### src/rtl/spi_stat_pkg.sv
package spi_stat_pkg;
    localparam int SW_W   = 32;
    localparam int FLD_W  = 4;
    localparam int N_STK  = 4;

    // vector indices of the status word (index = 31 - big-endian bit number)
    localparam int POS_TCF  = 31;
    localparam int POS_RUN  = 30;
    localparam int POS_EOQ  = 28;
    localparam int POS_UFL  = 27;
    localparam int POS_FILL = 25;
    localparam int POS_ROVF = 19;
    localparam int POS_RDRN = 17;
    localparam int TXC_LSB  = 3 * FLD_W;
    localparam int TXP_LSB  = 2 * FLD_W;
    localparam int RXC_LSB  = 1 * FLD_W;
    localparam int RXP_LSB  = 0;

    // slot numbers of the sticky flags
    localparam int STK_TCF  = 0;
    localparam int STK_EOQ  = 1;
    localparam int STK_UFL  = 2;
    localparam int STK_ROVF = 3;

    function automatic int stk_pos(input int slot);
        case (slot)
            STK_TCF:  return POS_TCF;
            STK_EOQ:  return POS_EOQ;
            STK_UFL:  return POS_UFL;
            default:  return POS_ROVF;
        endcase
    endfunction

    typedef struct packed {
        logic             drain;
        logic [FLD_W-1:0] tx_cnt;
        logic [FLD_W-1:0] tx_nxt;
        logic [FLD_W-1:0] rx_cnt;
        logic [FLD_W-1:0] rx_pop;
    } live_t;
endpackage

### src/rtl/spi_stat_w1c.sv
module spi_stat_w1c #(
    parameter logic RST_VAL = 1'b0
) (
    input  logic clk,
    input  logic rst_n,
    input  logic set_i,
    input  logic clr_i,
    output logic flag_o
);
    logic flag_d, flag_q;

    always_comb begin
        flag_d = flag_q;
        if (clr_i) flag_d = 1'b0;
        if (set_i) flag_d = 1'b1;   // set beats clear
    end

    always_ff @(posedge clk or negedge rst_n) begin
        if (!rst_n) flag_q <= RST_VAL;
        else        flag_q <= flag_d;
    end

    assign flag_o = flag_q;
endmodule

### src/rtl/spi_stat_run.sv
module spi_stat_run (
    input  logic clk,
    input  logic rst_n,
    input  logic start_i,
    input  logic stop_i,
    input  logic eoq_i,
    output logic run_o
);
    logic run_d, run_q;

    always_comb begin
        run_d = run_q;
        if (start_i)         run_d = 1'b1;
        if (stop_i || eoq_i) run_d = 1'b0;
    end

    always_ff @(posedge clk or negedge rst_n) begin
        if (!rst_n) run_q <= 1'b0;
        else        run_q <= run_d;
    end

    assign run_o = run_q;
endmodule

### src/rtl/spi_stat_fill.sv
module spi_stat_fill (
    input  logic clk,
    input  logic rst_n,
    input  logic full_i,
    input  logic sw_clr_i,
    input  logic dma_ack_i,
    output logic fill_o
);
    logic fill_d, fill_q;

    always_comb begin
        fill_d = fill_q;
        if (!full_i)                     fill_d = 1'b1;
        else if (sw_clr_i || dma_ack_i)  fill_d = 1'b0;
    end

    always_ff @(posedge clk or negedge rst_n) begin
        if (!rst_n) fill_q <= 1'b1;
        else        fill_q <= fill_d;
    end

    assign fill_o = fill_q;
endmodule

### src/rtl/spi_stat_reg.sv
module spi_stat_reg
    import spi_stat_pkg::*;
(
    input  logic             clk,
    input  logic             rst_n,
    input  logic             frame_done_i,
    input  logic             eoq_done_i,
    input  logic             slv_start_i,
    input  logic             slave_mode_i,
    input  logic             tx_full_i,
    input  logic             tx_empty_i,
    input  logic             rx_full_i,
    input  logic             rx_empty_i,
    input  logic             start_req_i,
    input  logic             stop_req_i,
    input  logic             dma_ack_i,
    input  logic             wr_en_i,
    input  logic [SW_W-1:0]  wr_data_i,
    input  logic [FLD_W-1:0] tx_cnt_i,
    input  logic [FLD_W-1:0] tx_nxt_i,
    input  logic [FLD_W-1:0] rx_cnt_i,
    input  logic [FLD_W-1:0] rx_pop_i,
    output logic [SW_W-1:0]  status_o
);
    logic [N_STK-1:0] stk_set, stk_clr, stk_q;
    logic             run_q, fill_q;
    live_t            live_d, live_q;

    always_comb begin
        stk_set           = '0;
        stk_set[STK_TCF]  = frame_done_i;
        stk_set[STK_EOQ]  = eoq_done_i;
        stk_set[STK_UFL]  = slv_start_i && slave_mode_i && tx_empty_i;
        stk_set[STK_ROVF] = frame_done_i && rx_full_i;
    end

    for (genvar g = 0; g < N_STK; g++) begin : g_stk
        localparam int P = stk_pos(g);
        assign stk_clr[g] = wr_en_i && wr_data_i[P];
        spi_stat_w1c #(.RST_VAL(1'b0)) i_flag (
            .clk    (clk),
            .rst_n  (rst_n),
            .set_i  (stk_set[g]),
            .clr_i  (stk_clr[g]),
            .flag_o (stk_q[g])
        );
    end

    spi_stat_run i_run (
        .clk     (clk),
        .rst_n   (rst_n),
        .start_i (start_req_i),
        .stop_i  (stop_req_i),
        .eoq_i   (eoq_done_i),
        .run_o   (run_q)
    );

    spi_stat_fill i_fill (
        .clk       (clk),
        .rst_n     (rst_n),
        .full_i    (tx_full_i),
        .sw_clr_i  (wr_en_i && wr_data_i[POS_FILL]),
        .dma_ack_i (dma_ack_i),
        .fill_o    (fill_q)
    );

    always_comb begin
        live_d        = live_q;
        live_d.drain  = !rx_empty_i;
        live_d.tx_cnt = tx_cnt_i;
        live_d.tx_nxt = tx_nxt_i;
        live_d.rx_cnt = rx_cnt_i;
        live_d.rx_pop = rx_pop_i;
    end

    always_ff @(posedge clk or negedge rst_n) begin
        if (!rst_n) live_q <= '0;
        else        live_q <= live_d;
    end

    always_comb begin
        status_o = '0;
        for (int s = 0; s < N_STK; s++) status_o[stk_pos(s)] = stk_q[s];
        status_o[POS_RUN]                  = run_q;
        status_o[POS_FILL]                 = fill_q;
        status_o[POS_RDRN]                 = live_q.drain;
        status_o[TXC_LSB +: FLD_W]         = live_q.tx_cnt;
        status_o[TXP_LSB +: FLD_W]         = live_q.tx_nxt;
        status_o[RXC_LSB +: FLD_W]         = live_q.rx_cnt;
        status_o[RXP_LSB +: FLD_W]         = live_q.rx_pop;
    end
endmodule

### config.mk
export PLATFORM = sky130hd
export DESIGN_NAME = spi_stat_reg
export DESIGN_NICKNAME = d
export VERILOG_FILES = /design/src/rtl/spi_stat_pkg.sv /design/src/rtl/spi_stat_w1c.sv /design/src/rtl/spi_stat_run.sv /design/src/rtl/spi_stat_fill.sv /design/src/rtl/spi_stat_reg.sv
export SDC_FILE = /design/constraint.sdc
export NUM_CORES = 1
export LEC_CHECK = 0
export ABC_AREA = 0
export BUFFER_PORTS_ARGS = -buffer_cell sky130_fd_sc_hd__buf_2
export CORE_ASPECT_RATIO = 1.25
export CORE_MARGIN = 2
export CORE_UTILIZATION = 30
export DETAILED_ROUTE_END_ITERATION = 8
export GPL_ROUTABILITY_DRIVEN = 0
export PLACE_DENSITY = 0.82
export SLEW_MARGIN = 0
export SYNTH_ARGS = -nofsm -noshare
export SYNTH_HDL_FRONTEND = slang
export SYNTH_HIERARCHICAL = 1
export SYNTH_SLANG_ARGS = --single-unit
### constraint.sdc
create_clock -name clk -period 0.95 [get_ports clk]
set_input_delay 0.0475 -clock clk [delete_from_list [all_inputs] [get_ports clk]]
set_output_delay 0.0475 -clock clk [all_outputs]
set_load 0.03 [all_outputs]
After elaboration in Yosys (flattened, before gate mapping)
Index checks and enable logic that the tools add are counted.

Equality and inequality tests: 1. Multiplexer cells: 12. Reductions and logical operators: 16.

Operators by type and width (count): 1-bit two-way mux (12); 2-bit nonzero test (5); 1-bit logical AND (8); 1-bit logical OR (2); 2-bit by 1-bit != test with 1-bit output, second input constant (1); 1-bit zero test (1).

Bits in registers: 23. Word-level logic and storage cells: 40.

Longest topological paths before layout
Word-level depth: 4. Gate-level depth with buffers: 3. Depth with buffers taken out: 3.

By module
The synthesis kept the hierarchy.

Modules (own cells, without submodules): spi_stat_reg (area an instance 559.3 um^2, instances 1, sequential area each 425.4 um^2, cells an instance 37); spi_stat_w1c (area an instance 36.3 um^2, instances 4, sequential area each 25.0 um^2, cells an instance 3); spi_stat_fill (area an instance 42.5 um^2, instances 1, sequential area each 26.3 um^2, cells an instance 3); spi_stat_run (area an instance 38.8 um^2, instances 1, sequential area each 25.0 um^2, cells an instance 3).

Least setup slack after synthesis
Ideal clock, no wire load.

Kind: register to register. Start point: register, netlist name i_fill/fill_o. End point: register i_fill.fill_q, in the netlist i_fill/fill_o. Slack: 111 ps. Data required time: 864 ps. Cell stages (with the launch flop): 3. Path buffers: 0. Data arrival time: 753 ps. Cell sequence: dfstp_2 > inv_1 > o31ai_2.

RTL lines: end signal, assigned (RTL line spi_stat_fill.sv:19) `else fill_q <= fill_d;`; end, declared (RTL line spi_stat_fill.sv:9) `logic fill_d, fill_q;`.

Worst setup path after layout
Start point: register i_fill.fill_q, in the netlist i_fill/fill_o. End point: output port status_o[25].

RTL lines: end, declared (RTL line spi_stat_reg.sv:23) `output logic [SW_W-1:0] status_o`.

No word-level cell between the ends.

==> impl_summary.log <==
[metrics] CTS tree: built
[metrics] overall track demand over capacity in global routing: between 10% and 20%
[metrics] overflow left after global routing: 0
[metrics] wire length per cell: 11.0 um
[metrics] maximum vdd drop: ~1.2 mV
[metrics] cell chosen for the clock root: sky130_fd_sc_hd__clkbuf_4
[metrics] setup repair after global routing missed its margin: yes
[metrics] number of slew-limit violations in the final report: 0
[metrics] clock network latency to the later pin of the worst-skew pair: ~0.28 ns
[metrics] Period Utilization, post-route: 107%
[metrics] highest cell delay on the worst timing path: about 0.56 ns
[metrics] Die X: approximately 50 um
[metrics] critical path data required time: approximately 0.90 ns
[metrics] violations in the final reports: negative setup slack
[metrics] number of global-route vias before repair: ~670
[metrics] PnR worst setup slack: -0.0644 ns
[metrics] most common cell after layout, fill and taps aside: sky130_fd_sc_hd__buf_2
[metrics] crit path cell chain: buf_6
[metrics] Die Height: just over 60 um
[metrics] worst hold path type: input port to flop
[metrics] core box area: 2450 um2
[metrics] netlist area before placement: 786 um2
[metrics] Avg Cell Area, Syn: about 14 um2
[metrics] count of standard-cell rows: 20
[metrics] crit path launch type: flop
[metrics] vias post-DR: around 640
[metrics] area added between synthesis and finish: 73.6%
[metrics] via density per instance: about 3.7
[metrics] synthesis-stage register bit count: 23
[metrics] fmax: roughly 990 MHz
[metrics] initial antenna violation count: 0
[metrics] proportion of power drawn by flip-flops and latches: a little under three fifths
[metrics] antenna diode count: 0
[metrics] cell family contributing the most delay on the critical path: flip-flops
[metrics] fin util: a little under three fifths
[metrics] total iterations of the first detailed-routing run: 4
[metrics] clk buf depth: 2
[metrics] internal power summed over all cells: between 1 and 1.5 mW
[metrics] power share of the clock group: 20.4%
[metrics] status: complete, but fails checks
[metrics] arrival time of data at the critical path endpoint: 0.97 ns
[metrics] layout cell share with drive strength beyond 1: 46.8%
[metrics] Net Switching: approximately 0.51 mW
[metrics] Layout Nets: slightly above 200
[metrics] top library cells by usage in the layout, fill and taps aside: sky130_fd_sc_hd__buf_2 (51), sky130_fd_sc_hd__dlygate4sd3_1 (24), sky130_fd_sc_hd__dfrtp_1 (22)
[metrics] slowest stage cell, crit path: sky130_fd_sc_hd__dfstp_2
[metrics] number of unique standard cell types used by synthesis: 11
[metrics] final HPWL from detailed placement: 1310 um
[metrics] Clock H-tree levels: 1
[metrics] kind of end point of the critical path: primary output
[metrics] leakage: between 0.7 and 0.8 nW
[metrics] final number of hold-violating endpoints: 0
[metrics] post-synthesis instance total: between 50 and 60
[metrics] total number of clock tree sinks: 23
[metrics] Port Buf Inserts: 57
[metrics] DR DRC count: 0
[metrics] type of the setup path with the least slack: flop to primary output
[metrics] initial core utilization: about 32%
[metrics] max-cap violations: 0
[metrics] DIE AREA: a little over 3000 um2
[metrics] number of buffers created by CTS: 3
[metrics] Comb pwr share: between 20% and 30%
[metrics] number of ports placed on the die boundary: 94
[metrics] number of buffers and inverters on the critical path: 1
[metrics] largest net degree at the start of global routing: 24
[metrics] power per unit of standard cell area: ~1400 nW/um2
[metrics] Period minus WS final: slightly above 1 ns
[metrics] worst clock skew on the final layout: 0 ns
[metrics] Antenna Violating Nets Remaining: 0
[metrics] Routed Wire Length: approximately 1900 um
[metrics] worst-path fanout max: 2
[metrics] share of synthesized area occupied by flip-flops and latches: about three quarters
[metrics] switching share of power: 26.6%
[metrics] number of warnings reported in the yosys synthesis log: 6
[metrics] first-pass GRT wire length: about 2900 um
[metrics] Final Setup Violations: 1
[metrics] setup TNS: -0.0644 ns
[metrics] clock-pin transition on the worst setup and hold timing paths: approximately 0.10 ns
[metrics] 1st-iter DRT viols: 7
-- repair_timing --
item / in CTS / in global routing
endpoints found under the hold margin: 43 / 0
hold buffers: 24 / 0
buffers inserted: 0 / 2
setup endpoints to repair: 1 / 7
pin swaps: 0 / 1
gates resized for setup: 2 / 9
-- metal layers --
layer	GRT usage [%]	wire length (um)	vias to the layer above
met2	29.1	1150	28
met4	4.76	27	0
met5	0	0	-
met1	11.4	641	297
met3	3.64	68	2
li1	-	-	314
-- path summary, 6_finish.rpt --
kind                            depth (start not counted)                      to  slack [ns]           from
worst max register to register                          2           i_fill/fill_o        0.07  i_fill/fill_o
worst max-delay path                                    1            status_o[25]       -0.06  i_fill/fill_o
max in group asynchronous                               2           i_fill/fill_o        0.38          rst_n
worst min-delay path                                    3           i_fill/fill_o       0.009  wr_data_i[25]
min in group asynchronous                               2  g_stk[3].i_flag/flag_o        0.23          rst_n
worst min register to register                          2           i_fill/fill_o        0.50  i_fill/fill_o
-- sequential cells by signal, summed over array words and instances (netlist names) --
| name | flops |
|---|---|
| i_fill/fill_o | 1 |
| i_run/run_o | 1 |
| status_o | 17 |
| g_stk.i_flag/flag_o | 4 |
-- final cells by class --
cell class | instances | area (um2)
clock buffer | 4 | 26.3
fill | 221 | 1090
inverter | 6 | 22.5
multi-input combinational | 23 | 134
sequential | 23 | 577
tap | 33 | 41.3
timing repair buffer | 83 | 563
-- cell families (layout without fill, tap and decap cells) --
logic type,after synthesis,in the layout,share of synthesized area (%)
AOI/OAI and AO/OA,5,5,5.41
buffers and inverters,17,93,13.4
DFF,23,23,73.4
other,1,9,0.477
and+or+nand+nor,9,9,7.33
-- synthesized netlist by cell type --
cell	instances	area, um2
sky130_fd_sc_hd__inv_1	6	22.5
sky130_fd_sc_hd__and3_1	1	6.26
sky130_fd_sc_hd__conb_1	1	3.75
sky130_fd_sc_hd__dfstp_2	1	26.3
sky130_fd_sc_hd__nor2_1	1	3.75
sky130_fd_sc_hd__buf_4	11	82.6
sky130_fd_sc_hd__and2_1	6	37.5
sky130_fd_sc_hd__dfrtp_1	22	551
sky130_fd_sc_hd__o31ai_2	1	12.5
sky130_fd_sc_hd__a21o_1	4	30.0
sky130_fd_sc_hd__nor3_2	1	10.0
-- metrics by stage --
step	worst slack, ns	hold WS (ns)	total power, mW	cells	cell area (um2)
3_5_place_dp	0.0889	0.0204	1.43	142	1060
5_1_grt	-0.114	0.00590	2.02	172	1360
4_1_cts	-0.0739	0.000874	1.90	170	1330
3_3_place_gp	0.101	0.0199	1.42	142	1060
6_report	-0.0644	0.00853	1.90	172	1360
2_1_floorplan	0.111	-0.248	1.31	63	816
-- power by group through the flow --
stage / Clock [mW] / Sequential [mW] / Combinational (mW)
global placement: 0 / 1.07 / 0.350
finish: 0.388 / 1.06 / 0.456
floorplan: 0 / 1.19 / 0.127
global route: 0.461 / 1.07 / 0.488
CTS: 0.406 / 1.06 / 0.434
detailed placement: 0 / 1.08 / 0.354
Power figures use the tool's default switching activity.
